## config.mk

```make
export PLATFORM = sky130hd
export DESIGN_NAME = adc_seq
export DESIGN_NICKNAME = d
export VERILOG_FILES = /design/src/rtl/adc_seq_pkg.sv /design/src/rtl/adc_seq_prescaler.sv /design/src/rtl/adc_seq_edge.sv /design/src/rtl/adc_seq_results.sv /design/src/rtl/adc_seq.sv
export SDC_FILE = /design/constraint.sdc
export NUM_CORES = 1
export LEC_CHECK = 0
export ABC_AREA = 1
export BUFFER_PORTS_ARGS = -buffer_cell sky130_fd_sc_hd__buf_2
export CORE_ASPECT_RATIO = 0.8
export CORE_MARGIN = 2
export CORE_UTILIZATION = 52
export CTS_CLUSTER_DIAMETER = 60
export DETAILED_ROUTE_END_ITERATION = 8
export PLACE_DENSITY_LB_ADDON = 0.12
export SLEW_MARGIN = 25
export SYNTH_ARGS = -nofsm -noshare
export SYNTH_HDL_FRONTEND = slang
export SYNTH_SLANG_ARGS = --single-unit
```

## constraint.sdc

```tcl
create_clock -name clk -period 7.1 [get_ports clk]
set_input_delay 1.065 -clock clk [delete_from_list [all_inputs] [get_ports clk]]
set_output_delay 1.065 -clock clk [all_outputs]
set_load 0.02 [all_outputs]
```

## src/rtl/adc_seq_pkg.sv

```systemverilog
`timescale 1ns/1ps
package adc_seq_pkg;

    localparam int CH_W = 3;

    typedef enum logic [2:0] {
        M_ONESHOT,
        M_REPEAT,
        M_SWEEP,
        M_LOOP_A,
        M_LOOP_B
    } mode_e;

    typedef struct packed {
        logic       pad;
        logic       start;
        logic       ext;
        logic [1:0] mode;
        logic [2:0] ch;
    } ctrl0_t;

    typedef struct packed {
        logic       pad;
        logic [2:0] div_exp;
        logic       res8;
        logic       loop_b;
        logic [1:0] span;
    } ctrl1_t;

    function automatic mode_e mode_of(ctrl0_t c0, ctrl1_t c1);
        if (c1.loop_b) return M_LOOP_B;
        case (c0.mode)
            2'b00:   return M_ONESHOT;
            2'b01:   return M_REPEAT;
            2'b10:   return M_SWEEP;
            default: return M_LOOP_A;
        endcase
    endfunction

    function automatic logic is_single_ch(mode_e m);
        return (m == M_ONESHOT) || (m == M_REPEAT);
    endfunction

    // highest channel of a sweep; AN7 is lost to the trigger pin
    function automatic logic [CH_W-1:0] last_of(ctrl0_t c0, ctrl1_t c1, mode_e m);
        logic [CH_W-1:0] l;
        l = (m == M_LOOP_B) ? {1'b0, c1.span} : {c1.span, 1'b1};
        if (c0.ext && l == 3'd7) l = 3'd6;
        return l;
    endfunction

    function automatic logic [CH_W-1:0] first_of(ctrl0_t c0, mode_e m);
        logic [CH_W-1:0] f;
        f = '0;
        if (is_single_ch(m)) begin
            f = c0.ch;
            if (c0.ext && f == 3'd7) f = 3'd6;
        end
        return f;
    endfunction

endpackage

```

## src/rtl/adc_seq_prescaler.sv

```systemverilog
`timescale 1ns/1ps
module adc_seq_prescaler #(
    parameter int MAX_EXP = 4
) (
    input  logic       clk,
    input  logic       rst_n,
    input  logic       clr,
    input  logic [2:0] exp_in,
    output logic       tick
);
    localparam int PW = (MAX_EXP > 0) ? MAX_EXP : 1;

    logic [PW-1:0] cnt_q, cnt_d;
    logic [PW:0]   span_full;
    logic [PW-1:0] limit;

    always_comb begin
        span_full = (PW+1)'(1) << exp_in;
        limit     = PW'(span_full - (PW+1)'(1));
        tick      = (cnt_q >= limit);
        cnt_d     = (clr || tick) ? '0 : cnt_q + PW'(1);
    end

    always_ff @(posedge clk or negedge rst_n) begin
        if (!rst_n) cnt_q <= '0;
        else        cnt_q <= cnt_d;
    end


    tick_wrap_chk: assert property (@(posedge clk) disable iff (!rst_n)
        (tick || clr) |=> (cnt_q == '0));

endmodule

```

## src/rtl/adc_seq_edge.sv

```systemverilog
`timescale 1ns/1ps
module adc_seq_edge #(
    parameter int STAGES = 2
) (
    input  logic clk,
    input  logic rst_n,
    input  logic pin_n,
    output logic fall
);
    logic [STAGES-1:0] sync_q, sync_d;
    logic              prev_q, prev_d;

    generate
        for (genvar i = 0; i < STAGES; i++) begin : g_sync
            if (i == 0) begin : g_first
                always_comb sync_d[i] = pin_n;
            end else begin : g_next
                always_comb sync_d[i] = sync_q[i-1];
            end
        end
    endgenerate

    always_comb begin
        prev_d = sync_q[STAGES-1];
        fall   = prev_q & ~sync_q[STAGES-1];
    end

    always_ff @(posedge clk or negedge rst_n) begin
        if (!rst_n) begin
            sync_q <= '1;
            prev_q <= 1'b1;
        end else begin
            sync_q <= sync_d;
            prev_q <= prev_d;
        end
    end


    fall_single_chk: assert property (@(posedge clk) disable iff (!rst_n)
        fall |=> !fall);

endmodule

```

## src/rtl/adc_seq_results.sv

```systemverilog
`timescale 1ns/1ps
module adc_seq_results #(
    parameter int NCH   = 8,
    parameter int RES_W = 10
) (
    input  logic                     clk,
    input  logic                     rst_n,
    input  logic                     we,
    input  logic                     is_cmp,
    input  logic [$clog2(NCH)-1:0]   ch,
    input  logic [RES_W-1:0]         value,
    input  logic                     cmp_bit,
    output logic [RES_W-1:0]         res_o [NCH],
    output logic [NCH-1:0]           cmp_o
);
    logic [NCH-1:0] cmp_q, cmp_d;

    generate
        for (genvar i = 0; i < NCH; i++) begin : g_ch
            logic [RES_W-1:0] r_q, r_d;
            always_comb r_d = (we && !is_cmp && ch == i) ? value : r_q;
            always_ff @(posedge clk or negedge rst_n) begin
                if (!rst_n) r_q <= '0;
                else        r_q <= r_d;
            end
            assign res_o[i] = r_q;
        end
    endgenerate

    always_comb begin
        cmp_d = cmp_q;
        if (we && is_cmp) cmp_d[ch] = cmp_bit;
    end

    always_ff @(posedge clk or negedge rst_n) begin
        if (!rst_n) cmp_q <= '0;
        else        cmp_q <= cmp_d;
    end

    assign cmp_o = cmp_q;


    cmp_hold_chk: assert property (@(posedge clk) disable iff (!rst_n)
        !we |=> $stable(cmp_q));

endmodule

```

## src/rtl/adc_seq.sv

```systemverilog
`timescale 1ns/1ps
module adc_seq
    import adc_seq_pkg::*;
#(
    parameter int RES_W       = 10,
    parameter int CONV_TICKS  = 59,
    parameter int CMP_TICKS   = 14,
    parameter int MAX_EXP     = 4,
    parameter int SYNC_STAGES = 2
) (
    input  logic             clk,
    input  logic             rst_n,
    input  logic             wr_en,
    input  logic [1:0]       wr_addr,
    input  logic [7:0]       wr_data,
    input  logic [3:0]       rd_addr,
    output logic [RES_W-1:0] rd_data,
    input  logic             trig_n,
    output logic             irq,
    output logic [2:0]       conv_ch,
    output logic             conv_start,
    output logic             conv_cmp,
    input  logic [RES_W-1:0] sample_in,
    input  logic             cmp_in
);
    localparam int NCH   = 1 << CH_W;
    localparam int CNT_W = $clog2(CONV_TICKS + 1);

    typedef struct packed {
        logic             run;
        logic [CH_W-1:0]  ch;
        logic [CNT_W-1:0] cnt;
        logic             op_cmp;
        logic             pulse;
        logic             irq;
        ctrl0_t           c0;
        ctrl1_t           c1;
        logic [NCH-1:0]   csel;
    } st_t;

    st_t q, d;

    logic             tick, trig_fall, go, relaunch, finish, res_we;
    logic [2:0]       eff_exp;
    logic [CNT_W-1:0] last_cnt;
    logic [CH_W-1:0]  nxt_ch, last_d;
    mode_e            m_d, m_q;
    logic [RES_W-1:0] res_val;
    logic [RES_W-1:0] res_w [NCH];
    logic [NCH-1:0]   cmp_w;
    logic [7:0]       c0_b, c1_b;

    // divider exponent with saturation and the 10-bit floor
    always_comb begin
        eff_exp = (q.c1.div_exp > 3'(MAX_EXP)) ? 3'(MAX_EXP) : q.c1.div_exp;
        if (!q.c1.res8 && eff_exp == 3'd0) eff_exp = 3'd1;
    end

    adc_seq_prescaler #(.MAX_EXP(MAX_EXP)) u_pre (
        .clk    (clk),
        .rst_n  (rst_n),
        .clr    (go || relaunch),
        .exp_in (eff_exp),
        .tick   (tick)
    );

    adc_seq_edge #(.STAGES(SYNC_STAGES)) u_trig (
        .clk   (clk),
        .rst_n (rst_n),
        .pin_n (trig_n),
        .fall  (trig_fall)
    );

    always_comb begin
        d        = q;
        d.pulse  = 1'b0;
        d.irq    = 1'b0;
        go       = 1'b0;
        relaunch = 1'b0;
        finish   = 1'b0;
        res_we   = 1'b0;
        last_cnt = q.op_cmp ? CNT_W'(CMP_TICKS - 1) : CNT_W'(CONV_TICKS - 1);

        if (wr_en) begin
            case (wr_addr)
                2'd0: begin
                    d.c0     = ctrl0_t'(wr_data);
                    d.c0.pad = 1'b0;
                    if (!d.c0.start)                  d.run = 1'b0;
                    else if (!d.c0.ext && !q.c0.start) go   = 1'b1;
                end
                2'd1: begin
                    d.c1     = ctrl1_t'(wr_data);
                    d.c1.pad = 1'b0;
                end
                2'd2:    d.csel = wr_data;
                default: ;
            endcase
        end

        if (trig_fall && d.c0.ext && d.c0.start) go = 1'b1;

        m_d    = mode_of(d.c0, d.c1);
        last_d = last_of(d.c0, d.c1, m_d);
        nxt_ch = first_of(d.c0, m_d);

        if (!go && q.run && d.run && tick) begin
            if (q.cnt == last_cnt) begin
                res_we = 1'b1;
                case (m_d)
                    M_ONESHOT: finish = 1'b1;
                    M_REPEAT:  relaunch = 1'b1;
                    M_SWEEP: begin
                        if (q.ch >= last_d) finish = 1'b1;
                        else begin
                            relaunch = 1'b1;
                            nxt_ch   = q.ch + 1'b1;
                        end
                    end
                    default: begin
                        relaunch = 1'b1;
                        nxt_ch   = (q.ch >= last_d) ? '0 : q.ch + 1'b1;
                    end
                endcase
            end else begin
                d.cnt = q.cnt + 1'b1;
            end
        end

        if (finish) begin
            d.irq = 1'b1;
            d.run = 1'b0;
            if (!d.c0.ext) d.c0.start = 1'b0;
        end

        if (go || relaunch) begin
            d.run    = 1'b1;
            d.ch     = nxt_ch;
            d.cnt    = '0;
            d.op_cmp = d.csel[nxt_ch];
            d.pulse  = 1'b1;
        end
    end

    always_ff @(posedge clk or negedge rst_n) begin
        if (!rst_n) q <= '0;
        else        q <= d;
    end

    always_comb res_val = q.c1.res8 ? (sample_in >> (RES_W - 8)) : sample_in;

    adc_seq_results #(.NCH(NCH), .RES_W(RES_W)) u_res (
        .clk     (clk),
        .rst_n   (rst_n),
        .we      (res_we),
        .is_cmp  (q.op_cmp),
        .ch      (q.ch),
        .value   (res_val),
        .cmp_bit (cmp_in),
        .res_o   (res_w),
        .cmp_o   (cmp_w)
    );

    always_comb begin
        c0_b    = q.c0;
        c1_b    = q.c1;
        rd_data = '0;
        if (rd_addr[3]) begin
            rd_data = res_w[rd_addr[2:0]];
        end else if (!rd_addr[2]) begin
            case (rd_addr[1:0])
                2'd0:    rd_data = RES_W'(c0_b);
                2'd1:    rd_data = RES_W'(c1_b);
                2'd2:    rd_data = RES_W'(q.csel);
                default: rd_data = RES_W'(cmp_w);
            endcase
        end
    end

    assign irq        = q.irq;
    assign conv_ch    = q.ch;
    assign conv_start = q.pulse;
    assign conv_cmp   = q.run & q.op_cmp;
    assign m_q        = mode_of(q.c0, q.c1);


    irq_after_op_chk: assert property (@(posedge clk) disable iff (!rst_n)
        irq |-> $past(q.run));


    sw_start_clear_chk: assert property (@(posedge clk) disable iff (!rst_n)
        (irq && !q.c0.ext) |-> !q.c0.start);


    ext_start_keep_chk: assert property (@(posedge clk) disable iff (!rst_n)
        (irq && q.c0.ext) |-> q.c0.start);


    no_ch7_ext_chk: assert property (@(posedge clk) disable iff (!rst_n)
        (conv_start && q.c0.ext) |-> (conv_ch != 3'd7));


    loop_no_irq_chk: assert property (@(posedge clk) disable iff (!rst_n)
        irq |-> (m_q == M_ONESHOT || m_q == M_SWEEP));


    abort_stop_chk: assert property (@(posedge clk) disable iff (!rst_n)
        (wr_en && wr_addr == 2'd0 && !wr_data[6]) |=> (!q.run && !irq));

endmodule

```

Word level (Yosys, flattened, before mapping)

Index checks and enable logic that the tools add are counted.

Word-level logic and storage cells: 159
Register bits after elaboration: 130
Output and inout bits: 16
Input bits: 29

Reduce and logical (&&, ||, !) cells: 38
Shift-type cells: 1
Add/sub/neg operators: 4
Mux-type cells: 58
$lt $le $gt $ge: 7
Equal/unequal tests: 20
Bitwise logic cells: 4

Operators with widths:

| cell                                                                          | count |
|---|---|
| 10-bit two-way mux                                                            | 4 |
| 3-bit two-way mux                                                             | 12 |
| 10-bit binary-select mux with 3-bit select                                    | 1 |
| 8-bit one-hot mux with 3 select lines                                         | 1 |
| 1-bit two-way mux                                                             | 23 |
| 23-bit two-way mux                                                            | 1 |
| 3-bit == test (second input constant)                                         | 7 |
| 1-bit logical AND                                                             | 20 |
| 6-bit two-way mux                                                             | 3 |
| 8-bit two-way mux                                                             | 2 |
| 7-bit two-way mux                                                             | 2 |
| 12-bit two-way mux                                                            | 1 |
| 3-bit by 2-bit == test with 1-bit output (second input constant)              | 3 |
| 3-bit logical NOT                                                             | 3 |
| 8-bit bitwise mux                                                             | 1 |
| 3-bit by 4-bit less-than comparator with 1-bit output (second input constant) | 2 |
| 6-bit by 1-bit adder with 6-bit output (second input constant)                | 1 |
| 2-bit by 1-bit == test with 1-bit output (second input constant)              | 3 |
| 2-bit == test (second input constant)                                         | 3 |
| 3-bit by 1-bit == test with 1-bit output (second input constant)              | 2 |
| 6-bit == test                                                                 | 1 |
| 2-bit logical NOT                                                             | 3 |
| 2-bit one-hot mux with 3 select lines                                         | 1 |
| 3-bit one-hot mux with 2 select lines                                         | 1 |
| 22 further kinds                                                              | 31 |

Logic depth before layout (Yosys ltp)

Word-level depth: 19
Depth in mapped cells: 23
Gate-level depth less buffers: 23

Modules after synthesis

A second synthesis with hierarchy kept.

Cells, all modules: 872
Area total of the unflattened synthesis: 6946.7 um^2

By module, submodules not included:

| module            | times used | cells each | seq. area each (um^2) | area each (um^2) |
|---|---|---|---|---|
| adc_seq_results   | 1          | 422        | 2202.1                | 3727.3 |
| adc_seq           | 1          | 404        | 875.8                 | 2801.4 |
| adc_seq_prescaler | 1          | 41         | 100.1                 | 329.1 |
| adc_seq_edge      | 1          | 5          | 78.8                  | 88.8 |

Worst setup path before layout

No wires, ideal clock.

Path kind: input -> register
Start point: input wr_en
End point: register q[26] in the netlist's numbering
Required time: 7032 ps
Buffers on the path: 0
Stages: 21
Data arrival time: 3323 ps
Setup time: 68 ps
Slack: 3709 ps
Path through: inv_1 > nor2_1 > nand2_1 > o21ai_1 > inv_1 > nor2_1 > inv_1 > o21ai_0 > o21ai_0 > ha_1 > o21ai_0 > nand2_1 > a21oi_1 > nand2_1 > nor2_1 > nand3_1 > nand2_1 > nand2_1 > nand3_1 > nand3_1 > nand3_1

RTL lines:

| element              | line           | text |
|---|---|---|
| from (decl)          | adc_seq.sv:13  | `input logic wr_en,` |
| to (signal assigned) | adc_seq.sv:146 | `if (!rst_n) q <= '0;` |
| to (signal assigned) | adc_seq.sv:147 | `else q <= d;` |
| to (decl)            | adc_seq.sv:41  | `st_t q, d;` |

==> impl_metrics.ini <==
[floorplanning]
rows = 36
io_pins = 45
start_util_pct = 52.93
die_h_microns = 103.3
die-width_microns = 128.2
core_sq_mm = 0.01212
dieArea_sq_mm = 0.01324

[setup_path]
cp_data_required_time_ps = 7460
rr_worst_depth = 16
arrival_ps = 4390
worst_setup_path_end_kind = register
r2r_setup_slack_ps = 3220
rr_startpoint = c1_b[3]$_DFFE_PN0P_
critPathLaunch = wr_en
crit_path_end = q[26]$_DFFE_PN0P_
start_kind = primary input
crit_type = primary input to register
reg2reg_to = u_res.g_ch[7].r_q[1]$_DFFE_PN0P_
cp_max_fo = 14

[clock_network]
clock-sinks = 130
cts-root-buf = clkbuf_16
clk_pin_slew_ps = 60
cts_htree_levels = 4
clock_path_buffers = 2
ctsHoldBuffers = 0
cts_buffers = 17
cts_tree = built
post-cts-setup-buffers = 0
ctsResizeCount = 0
clk_latency_ps = 420

[placement]
pre_cts_ws_ps = 2831
post-dp-hpwl_microns = 11770
port_buffers = 44
gp_congestion = 0.9214
post-place-cells = 920

[grt]
grt_pass1_vias = 5191
grt_max_degree = 71
antenna_found_initial = 0
track_usage_pct = 28.65
gr-total-overflow = 0
grt_pass1_wl_microns = 28140

[yosys]
yosysWarningCount = 0
yosysUniqueCellTypes = 43
netlist_area_sq_mm = 0.006414
netlist_instances = 757
synth_seq_area_share_pct = 50.78
syn_nets = 802
syn_avg_cell_area_sq_um = 8.472
synth-seq-cells = 130

[timing]
finalCritPeriodShare_pct = 56.83
finalCriticalPeriod_ps = 4035
tns_ps = 0
rsz0062_at_grt = no
max_freq_mhz = 247.8
finalClockSkew_ps = 10.24
slew_viol_final = 0
slew-limit-headroom_pct = 36.31
worst_slew_pin_slew_ps = 954.4
setup_slack_ps = 3065
finalSetupViolations = 0
final_hold_viol_count = 0

[routing]
postRouteAntennaNets = 0
viasPerCell = 5.788
num_vias = 5510
met1_length_microns = 8264
drc_errors = 0
drt_iter0_drc = 559
drt_pass1_iterations = 6
dr.max_layer_used = met4
wl_microns = 17550
wl_per_cell_microns = 18.44
wl_met2_microns = 7246
route.met3.wl_microns = 1649

[power_and_ir_drop]
vdd_drop_max_mv = 0.1806
power_leakage_nw = 3.497
powerDensity_mw_per_mm2 = 283.4

[layout]
antenna_cells = 0
nFillCells = 1024
final_nets = 832
final_common_cell = nand2_1
syn_to_final_growth_pct = 13.60
drive_above_1_share_pct = 12.38
final_cell_mix = nand2_1, dfrtp_1, inv_1, o21ai_1, nand3_1
layout.cells.non_filler = 952

[outcome]
status = finished, final reports clean

[run]
cap_violations = 0

[hold_path]
hp-class = register to register
## where the power goes
part | leakage [nW] | switching (mW) | internal [mW]
registers | 1.71 | 0.0431 | 0.786
clock network | 0.295 | 0.333 | 0.569
logic | 1.49 | 0.231 | 0.102
total | 3.50 | 0.608 | 1.46
## sequential cells by signal, indices dropped and copies added, names as in the netlist
register,cells
conv_ch,3
c1_b,7
u_res.g_ch.r_q,80
u_pre.cnt_q,4
c0_b,7
conv_start,1
u_res.cmp_o,8
q,16
u_trig.sync_q,2
irq,1
u_trig.prev_q,1
## stage by stage
step	power (mW)	hold WS, ps	instance area, sq um	util [%]
2_1_floorplan	1.055	345.2	6414	-
3_3_place_gp	1.156	346.6	6674	55.08
3_5_place_dp	1.169	352.0	6674	55.08
4_1_cts	2.077	360.3	7286	60.13
5_1_grt	2.159	360.2	7286	60.13
6_report	2.065	357.4	7286	60.13
## worst max-delay path: stages
cell      delay [ps]
buf_2            110
inv_1             40
nor2_1           130
nand2_1          280
o21ai_1          310
inv_1            130
nor2_1           110
inv_1             70
o21ai_0          130
o21ai_0          130
ha_1             300
o21ai_0          200
nand2_1           70
a21oi_1          340
nand2_1          130
nor2_1           130
nand3_1          180
nand2_1          210
nand2_1           70
nand3_1           90
nand3b_1         100
nand3_1           80
## worst min path at each step
stage | startpoint | endpoint | cells after the start
6_report | u_trig.sync_q[0]$_DFF_PN1_ | u_trig.sync_q[1]$_DFF_PN1_ | 0
4_1_cts | u_trig.sync_q[0]$_DFF_PN1_ | u_trig.sync_q[1]$_DFF_PN1_ | 0
3_5_place_dp | u_trig.sync_q[0]$_DFF_PN1_ | u_trig.sync_q[1]$_DFF_PN1_ | 0
3_3_place_gp | u_trig.sync_q[0]$_DFF_PN1_ | u_trig.sync_q[1]$_DFF_PN1_ | 0
2_1_floorplan | u_trig.sync_q[0]$_DFF_PN1_ | u_trig.sync_q[1]$_DFF_PN1_ | 0
5_1_grt | u_trig.sync_q[0]$_DFF_PN1_ | u_trig.sync_q[1]$_DFF_PN1_ | 0
## kinds of logic after synthesis
family                   count (synthesis)  share of synthesized area (%)
adder cells (fa/ha/maj)                 16                          3.121
flip-flops                             130                          50.78
multiplexers                             1                         0.1756
XOR/XNOR                                 3                         0.4098
AO/OA/AOI/OAI                          193                          18.38
buffers and inverters                  113                          7.238
AND/OR/NAND/NOR                        301                          19.90
## layer usage
layer | track usage (%) | vias to the layer above
met3 | 10.75 | 24
met1 | 40.56 | 2664
met2 | 40.68 | 224
met4 | 10.06 | 0
met5 | 0 | -
li1 | - | 2598
## cell usage after synthesis
cell | count | area (sq um)
nor3_1 | 4 | 20.02
nor2_8 | 1 | 20.02
a31o_2 | 1 | 8.760
nand3b_1 | 1 | 7.510
o21bai_1 | 1 | 7.510
o211ai_1 | 1 | 7.510
nand3_2 | 1 | 10.01
o221ai_1 | 4 | 35.03
o21a_1 | 13 | 97.59
a21oi_1 | 11 | 55.05
and3_1 | 1 | 6.260
buf_4 | 6 | 45.04
a22oi_1 | 27 | 202.7
xor2_1 | 2 | 17.52
o21ai_1 | 64 | 320.3
or2_1 | 1 | 6.260
nor3_2 | 1 | 10.01
a21oi_2 | 2 | 17.52
a221oi_1 | 3 | 26.28
xnor2_1 | 1 | 8.760
dfstp_2 | 3 | 78.83
nor2_1 | 31 | 116.4
a31oi_1 | 3 | 18.77
a41oi_1 | 2 | 17.52
a32o_1 | 2 | 20.02
a21boi_0 | 1 | 7.510
nand2_4 | 1 | 11.26
o21ai_4 | 1 | 16.27
o31ai_1 | 5 | 37.54
buf_2 | 14 | 70.07
dfrtp_1 | 127 | 3178
mux2_2 | 1 | 11.26
o2111ai_1 | 6 | 52.55
nand4_1 | 5 | 31.28
nand2_1 | 196 | 735.7
inv_2 | 3 | 11.26
ha_1 | 16 | 200.2
inv_1 | 74 | 277.8
nand3_1 | 53 | 265.3
clkbuf_1 | 16 | 60.06
nor2_2 | 4 | 25.02
o21ai_0 | 46 | 230.2
nor2_4 | 1 | 11.26
## cell type report
type	count	area (sq um)	area share [%]
Sequential cell	130	3257	44.70
Multi-Input combinational cell	514	2693	36.96
Clock buffer	19	452.9	6.217
Inverter	77	289.0	3.967
Timing Repair Buffer	47	245.2	3.366
Tap cell	152	190.2	2.610
Clock inverter	13	158.9	2.181
No activity file was read; power rests on OpenSTA's default activity.
